### src/rtl/cellsw_pkg.sv
// Shared defaults for the retry crossbar cell switch.
// Assumes: consumers take these as parameter defaults only.
package cellsw_pkg;
    localparam int N_PORTS_DEF   = 4;   // ports per side
    localparam int SPEEDUP_DEF   = 4;   // attempts per cell time
    localparam int IQ_DEPTH_DEF  = 10;  // cells per input queue
    localparam int OQ_DEPTH_DEF  = 50;  // cells per output queue
    localparam int PAYLOAD_W_DEF = 16;  // payload word width
    localparam int LOSS_W_DEF    = 16;  // loss counter width
endpackage

### src/rtl/cell_timer.sv
// Cell-time sequencer: counts M attempt slots and flags the last slot.
// Assumes: M >= 2; slot 0 is the first clock after reset release.
module cell_timer #(
    parameter int M = 4
) (
    input  logic clk,
    input  logic rst_n,
    output logic cell_end
);
    localparam int SW = (M > 1) ? $clog2(M) : 1;

    logic [SW-1:0] slot_q;

    assign cell_end = (slot_q == SW'(M - 1));

    // Advance the attempt slot, wrapping at the end of each cell time.
    always_ff @(posedge clk) begin
        if (!rst_n)        slot_q <= '0;
        else if (cell_end) slot_q <= '0;
        else               slot_q <= slot_q + 1'b1;
    end
endmodule

### src/rtl/cell_fifo.sv
// Circular cell queue of any depth, with registered storage.
// Assumes: a push when full and a pop when empty are ignored; the
// head word is valid whenever empty is low.
module cell_fifo #(
    parameter int W     = 18,
    parameter int DEPTH = 10
) (
    input  logic         clk,
    input  logic         rst_n,
    input  logic         push,
    input  logic [W-1:0] wdata,
    input  logic         pop,
    output logic [W-1:0] rdata,
    output logic         empty,
    output logic         full
);
    localparam int AW = (DEPTH > 1) ? $clog2(DEPTH) : 1;
    localparam int CW = $clog2(DEPTH + 1);

    logic [W-1:0]  mem [DEPTH];
    logic [AW-1:0] wr_ptr, rd_ptr;
    logic [CW-1:0] count;
    logic          do_push, do_pop;

    assign full    = (count == CW'(DEPTH));
    assign empty   = (count == '0);
    assign do_push = push && !full;
    assign do_pop  = pop && !empty;
    assign rdata   = mem[rd_ptr];

    // Write the arriving word into the tail slot.
    always_ff @(posedge clk) begin
        if (do_push) mem[wr_ptr] <= wdata;
    end

    // Move the pointers and the fill count.
    always_ff @(posedge clk) begin
        if (!rst_n) begin
            wr_ptr <= '0;
            rd_ptr <= '0;
            count  <= '0;
        end else begin
            if (do_push) wr_ptr <= (wr_ptr == AW'(DEPTH - 1)) ? '0 : wr_ptr + 1'b1;
            if (do_pop)  rd_ptr <= (rd_ptr == AW'(DEPTH - 1)) ? '0 : rd_ptr + 1'b1;
            case ({do_push, do_pop})
                2'b10:   count <= count + 1'b1;
                2'b01:   count <= count - 1'b1;
                default: count <= count;
            endcase
        end
    end
endmodule

### src/rtl/xpoint_matrix.sv
// Crosspoint matrix: each column carries a claim line. A row that
// requests a column takes it and masks all rows upstream of it, so the
// highest-index requesting row wins. Purely combinational.
// Assumes: each row requests at most one column.
module xpoint_matrix #(
    parameter int N = 4
) (
    input  logic [N-1:0] req [N],
    output logic [N-1:0] win [N]
);
    logic [N-1:0] claim [N+1];

    assign claim[N] = '0;

    for (genvar i = N - 1; i >= 0; i--) begin : g_row
        assign claim[i] = claim[i+1] | req[i];
        assign win[i]   = req[i] & ~claim[i+1];
    end
endmodule

### src/rtl/cell_switch.sv
// Retry crossbar cell switch: input queues offer head cells into a
// crosspoint matrix once per attempt, M attempts per cell time. A head
// cell is popped only when its column is won and the output queue has
// room. Output queues release at most one cell per cell time.
// Assumes: N >= 2, M >= 2; destination is the upper field of a cell.
module cell_switch
    import cellsw_pkg::*;
#(
    parameter int N        = N_PORTS_DEF,
    parameter int M        = SPEEDUP_DEF,
    parameter int IQ_DEPTH = IQ_DEPTH_DEF,
    parameter int OQ_DEPTH = OQ_DEPTH_DEF,
    parameter int PW       = PAYLOAD_W_DEF,
    parameter int LW       = LOSS_W_DEF,
    localparam int DW      = $clog2(N)
) (
    input  logic            clk,
    input  logic            rst_n,
    input  logic [N-1:0]    in_valid,
    output logic [N-1:0]    in_ready,
    input  logic [N*DW-1:0] in_dest,
    input  logic [N*PW-1:0] in_data,
    output logic [N-1:0]    out_valid,
    input  logic [N-1:0]    out_ready,
    output logic [N*PW-1:0] out_data,
    output logic [N*LW-1:0] loss_count
);
    localparam int CELL_W = DW + PW;

    logic              cell_end;
    logic [CELL_W-1:0] iq_head [N];
    logic [N-1:0]      iq_empty, iq_full, ack, oq_full, oq_empty, oq_push;
    logic [N-1:0]      req [N];
    logic [N-1:0]      win [N];
    logic [N*N-1:0]    win_flat;

    cell_timer #(.M(M)) u_timer (
        .clk      (clk),
        .rst_n    (rst_n),
        .cell_end (cell_end)
    );

    xpoint_matrix #(.N(N)) u_xp (
        .req (req),
        .win (win)
    );

    for (genvar i = 0; i < N; i++) begin : g_in
        logic          sent_q;
        logic [LW-1:0] loss_q;

        cell_fifo #(.W(CELL_W), .DEPTH(IQ_DEPTH)) u_iq (
            .clk   (clk),
            .rst_n (rst_n),
            .push  (in_valid[i]),
            .wdata ({in_dest[i*DW +: DW], in_data[i*PW +: PW]}),
            .pop   (ack[i]),
            .rdata (iq_head[i]),
            .empty (iq_empty[i]),
            .full  (iq_full[i])
        );

        assign in_ready[i] = ~iq_full[i];
        assign req[i]      = (!iq_empty[i] && !sent_q)
                           ? (N'(1) << iq_head[i][CELL_W-1 -: DW]) : '0;
        assign ack[i]      = |(win[i] & ~oq_full);
        assign win_flat[i*N +: N]       = win[i];
        assign loss_count[i*LW +: LW]   = loss_q;

        // Hold the input silent for the rest of a cell time after an acknowledge.
        always_ff @(posedge clk) begin
            if (!rst_n)        sent_q <= 1'b0;
            else if (cell_end) sent_q <= 1'b0;
            else if (ack[i])   sent_q <= 1'b1;
        end

        // Count arrivals rejected by a full input queue.
        always_ff @(posedge clk) begin
            if (!rst_n)                      loss_q <= '0;
            else if (in_valid[i] && iq_full[i]) loss_q <= loss_q + 1'b1;
        end
    end

    for (genvar j = 0; j < N; j++) begin : g_out
        logic          col_any, credit_q, pop_j;
        logic [PW-1:0] col_data;

        // Gather the winning row's payload onto this column.
        always_comb begin
            col_any  = 1'b0;
            col_data = '0;
            for (int i = 0; i < N; i++) begin
                if (win[i][j]) begin
                    col_any  = 1'b1;
                    col_data = iq_head[i][PW-1:0];
                end
            end
        end

        assign oq_push[j]   = col_any & ~oq_full[j];
        assign out_valid[j] = ~oq_empty[j] & credit_q;
        assign pop_j        = out_valid[j] & out_ready[j];

        cell_fifo #(.W(PW), .DEPTH(OQ_DEPTH)) u_oq (
            .clk   (clk),
            .rst_n (rst_n),
            .push  (oq_push[j]),
            .wdata (col_data),
            .pop   (pop_j),
            .rdata (out_data[j*PW +: PW]),
            .empty (oq_empty[j]),
            .full  (oq_full[j])
        );

        // Grant one output handshake per cell time.
        always_ff @(posedge clk) begin
            if (!rst_n)        credit_q <= 1'b1;
            else if (cell_end) credit_q <= 1'b1;
            else if (pop_j)    credit_q <= 1'b0;
        end
    end
endmodule

### config.mk
export PLATFORM = sky130hd
export DESIGN_NAME = cell_switch
export DESIGN_NICKNAME = d
export VERILOG_FILES = /design/src/rtl/cellsw_pkg.sv /design/src/rtl/cell_timer.sv /design/src/rtl/cell_fifo.sv /design/src/rtl/xpoint_matrix.sv /design/src/rtl/cell_switch.sv
export SDC_FILE = /design/constraint.sdc
export NUM_CORES = 2
export LEC_CHECK = 0
export BUFFER_PORTS_ARGS = -buffer_cell sky130_fd_sc_hd__buf_2
export CAP_MARGIN = 20
export CORE_MARGIN = 5
export CORE_UTILIZATION = 55
export CTS_CLUSTER_SIZE = 12
export DETAILED_ROUTE_END_ITERATION = 7
export PLACE_DENSITY = 0.71
export SKIP_CTS_REPAIR_TIMING = 1
export SLEW_MARGIN = 40
export SYNTH_ARGS = -nofsm -noshare
export SYNTH_HDL_FRONTEND = slang
export SYNTH_HIERARCHICAL = 1
export SYNTH_SLANG_ARGS = --single-unit
### constraint.sdc
create_clock -name clk -period 7.2 [get_ports clk]
set_clock_uncertainty 0.15 [all_clocks]
set_input_delay 0.36 -clock clk [delete_from_list [all_inputs] [get_ports clk]]
set_output_delay 0.36 -clock clk [all_outputs]
set_load 0.01 [all_outputs]
==> impl_results.md <==
* Part of the cycle the worst path needs at 81.9%
* CP Launch Type: flip-flop
* Worst EP required at 7.90 ns
* Cell Int Power at 45,500 uW
* Clock transition at path regs at 0.06 ns
* Share of cells above drive strength 1 at 19.0%
* YS warnings at 6
* First-pass GRT wire length at 601,000 microns
* Relative slew margins at 36.3%
* Post-synthesis cell type count at 77
* Largest cells by area after synthesis: edfxtp_1, mux2i_1, mux4_2, dfxtp_1, mux2_2
* Fin crit period at 5.90 ns
* Via count at 92.0k
* Net Sw Frac at 28.7%
* P&R area growth vs syn at 12.9%
* CP Buf/Inv Count at 3
* Sequential share of the synthesized area at 73.5%
* Antenna viol nets, final at 0
* Post-synthesis cell count at 9,818
* Syn avg cell area at 17.0 sq um
* Flop pwr share at 48.3%
* WL met1 at 163,000 microns
* Worst Path Arrival at 6.59 ns
* Initial antenna violation count at 65
* Reg2reg end: g_out[3].u_oq/count[2]$_SDFFE_PN0P_
* CTS Buffer Depth at 4
* Worst-margin pin slew at 0.950 ns
* Avg WL per Cell at 28.0 microns
* Vias per std cell at 6.26
* Clk sinks at 4,154
* Worst skew pair latency at 0.95 ns
* Post-synthesis register bit count at 4,154
* Worst-path fanout max at 36
* EDFF count, synth at 3,920
* Critical Path, Cell by Cell: mux2_2, o22ai_1, a221o_1, o21ai_1, nor4bb_4, buf_4, nor3b_2, nor4_1, buf_4, nor2_1, o21a_1, inv_1, ha_1, xor2_1, ha_1, a21oi_1, xnor2_1, or3_1, a21boi_0
* Top sig layer: met5
* Cell area power density at 340 mW/mm^2
* CTS tree: yes
* # DRC at 0
* Final Util at 62.2%
* Initial Util at 55.1%
* HPWL after DPL at 261,000 microns
* Setup violators final at 0
* Reg2reg path depth at 19
* Placer Congestion at 0.929
* Worst Hold Class: in -> reg
* F_max at 170 MHz
* Hold Path Sink: g_in[0].u_iq/mem[3][10]$_DFFE_PP_
* CP Capture Type: flip-flop
* Worst setup margin at 1.30 ns
* Nets at 10.5k
* Grt ovf at 0
* Status: complete, no violations
* Std cell rows at 202
* Psw at 18,400 uW
* WL final at 411,000 microns
* Clock Power Share at 31.0%
* Vias in the first global route at 89.8k
* CTS root buf: clkbuf_16
* TNS Setup at 0 ns
* RSZ-0062 raised after global routing: false
* Share of the synthesized area in the top cell type at 70.7%
* Combinational Power Share at 20.7%
* Die Wd at 560 microns
* Fin Hold WS at 0.149 ns
* Worst Min Path Start: in_data[10]
* Area of the core at 0.302 sq mm
* Met3 WL at 35,400 microns
* Largest net degree at the start of global routing at 135
* Synthesized cell area at 0.166 sq mm
* Met2 Wirelength at 197,000 microns
* Leak pwr at 0.0590 uW
* Worst vdd rail ir drop at 0.275 mV
* Hold depth at 2
* R2R setup slack at 1.30 ns
* Syn_nets at 9,945
* Most common cell after layout, fill and taps aside: edfxtp_1
* First-iteration detailed-routing DRC count at 11.4k
* DP Worst Slack at 1.40 ns
* Inserted Clock Buffers at 413
* Critical path's slowest cell: buf_4
* Fin. max-slew vios at 0
* Die area at 0.314 sq mm
* Most frequent cells in the layout: edfxtp_1, mux2i_1, nor2_1
* IO Pins at 218
* Max Cap Viol at 0
* Chip height at 560 microns
* Critical path class: reg -> reg
* Async set or reset register ratio after synthesis at 0%
* Most used DFF post-synth: edfxtp_1
* CP top delay family: simple AND/OR/NAND/NOR gates
* Largest area contributor in the netlist: edfxtp_1
* Design Power at 63,800 uW
* Crit path largest cell delay at 0.62 ns
* Drt first pass iters at 8
* H-tree Lvls at 5
* Total track usage at 25.5%
* Final Hold Fails at 0
* Input/output buffers at 217
[cells by family (layout without fill, tap and decap cells)]
family | Yosys count | count (layout) | synth area share, %
other | 0 | 19 | 0
AND/OR/NAND/NOR | 1891 | 1891 | 5.98
XOR/XNOR | 119 | 119 | 0.626
AO/OA/AOI/OAI | 1432 | 1432 | 5.80
adder cells (fa/ha/maj) | 45 | 45 | 0.338
multiplexers | 1475 | 1475 | 11.6
buffers and inverters | 702 | 1575 | 2.14
flip-flops | 4154 | 4154 | 73.5
[per-stage QoR]
step | std cells | area (sq um)
after floorplan | 9818 | 166000
after global placement | 13800 | 174000
after detailed placement | 13900 | 175000
after CTS | 14600 | 187000
after global routing | 14700 | 188000
final | 14700 | 188000
[power by group through the flow]
| stage | combinational [uW] | clock, uW | sequential [uW] |
|---|---|---|---|
| 4_1_cts | 13200 | 20100 | 30800 |
| 5_1_grt | 14000 | 21200 | 30900 |
| 2_1_floorplan | 7230 | 0 | 31400 |
| 3_5_place_dp | 13100 | 0 | 31300 |
| 6_report | 13200 | 19800 | 30800 |
| 3_3_place_gp | 12300 | 0 | 31400 |
[sequential cells by signal, indices dropped and copies added (netlist names), named ones only]
| register | count |
|---|---|
| g_in.u_iq/rd_ptr | 16 |
| g_out.u_oq/rd_ptr | 24 |
| g_in.u_iq/mem | 720 |
| g_out.u_oq/wr_ptr | 24 |
| u_timer/slot_q | 2 |
| g_out.credit_q | 4 |
| g_out.u_oq/mem | 3200 |
| g_in.sent_q | 4 |
| g_out.u_oq/count | 24 |
| g_in.u_iq/count | 16 |
| g_in.loss_q | 64 |
| g_in.u_iq/wr_ptr | 16 |
[final cells by class]
type | instances | area [sq um]
sequential | 4154 | 122000
fill | 20900 | 114000
multi-input combinational | 4962 | 41800
clock buffer | 599 | 11300
timing repair buffer | 761 | 5940
tap | 3978 | 4980
clock inverter | 101 | 930
inverter | 114 | 428
antenna | 19 | 47.5
[how the worst max path moves through the flow]
stage | endpoint | slack [ns] | depth (start not counted)
detailed placement | g_out[3].u_oq/count[2]$_SDFFE_PN0P_ | 1.40 | 19
finish | g_out[3].u_oq/count[2]$_SDFFE_PN0P_ | 1.30 | 19
CTS | g_out[3].u_oq/count[2]$_SDFFE_PN0P_ | 1.37 | 19
global placement | g_out[0].u_oq/mem[25][9]$_DFFE_PP_ | 1.50 | 13
floorplan | g_out[0].u_oq/mem[0][10]$_DFFE_PP_ | 1.59 | 11
global route | g_out[3].u_oq/count[4]$_SDFFE_PN0P_ | 1.09 | 19
[worst reg2reg max path: cells and delay by family, from the launching register on]
family                     cells  cell delay (ns)
AOI/OAI and AO/OA              6             1.48
xor gates and xnor gates       2             0.26
adders and majority gates      2             0.54
buffers and inverters          3             0.97
DFF                            1             0.61
muxes                          1             0.26
and+or+nand+nor                5             1.55
[synthesized netlist by cell type, types with 65 or more instances]
cell / count
buf_2: 179
mux4_2: 332
o22ai_1: 137
nand3b_1: 65
a211oi_1: 192
a21oi_1: 285
buf_4: 105
clkbuf_1: 249
nor2_1: 431
edfxtp_1: 3920
xor2_1: 67
nand2b_1: 114
mux2_2: 256
nand2_1: 376
mux2i_1: 877
a31oi_1: 116
a22oi_1: 215
inv_1: 105
o21ai_0: 147
nor2b_1: 293
dfxtp_1: 234
nand3_1: 127
nor3_1: 174
a22o_1: 68
[routing by layer]
layer  global-route usage, %  vias up
met5                       0        -
met4                    9.21       18
met3                    4.74      786
met2                    40.8     4168
met1                    35.6    47000
li1                        -    40000
No activity file was read; power rests on OpenSTA's default activity.
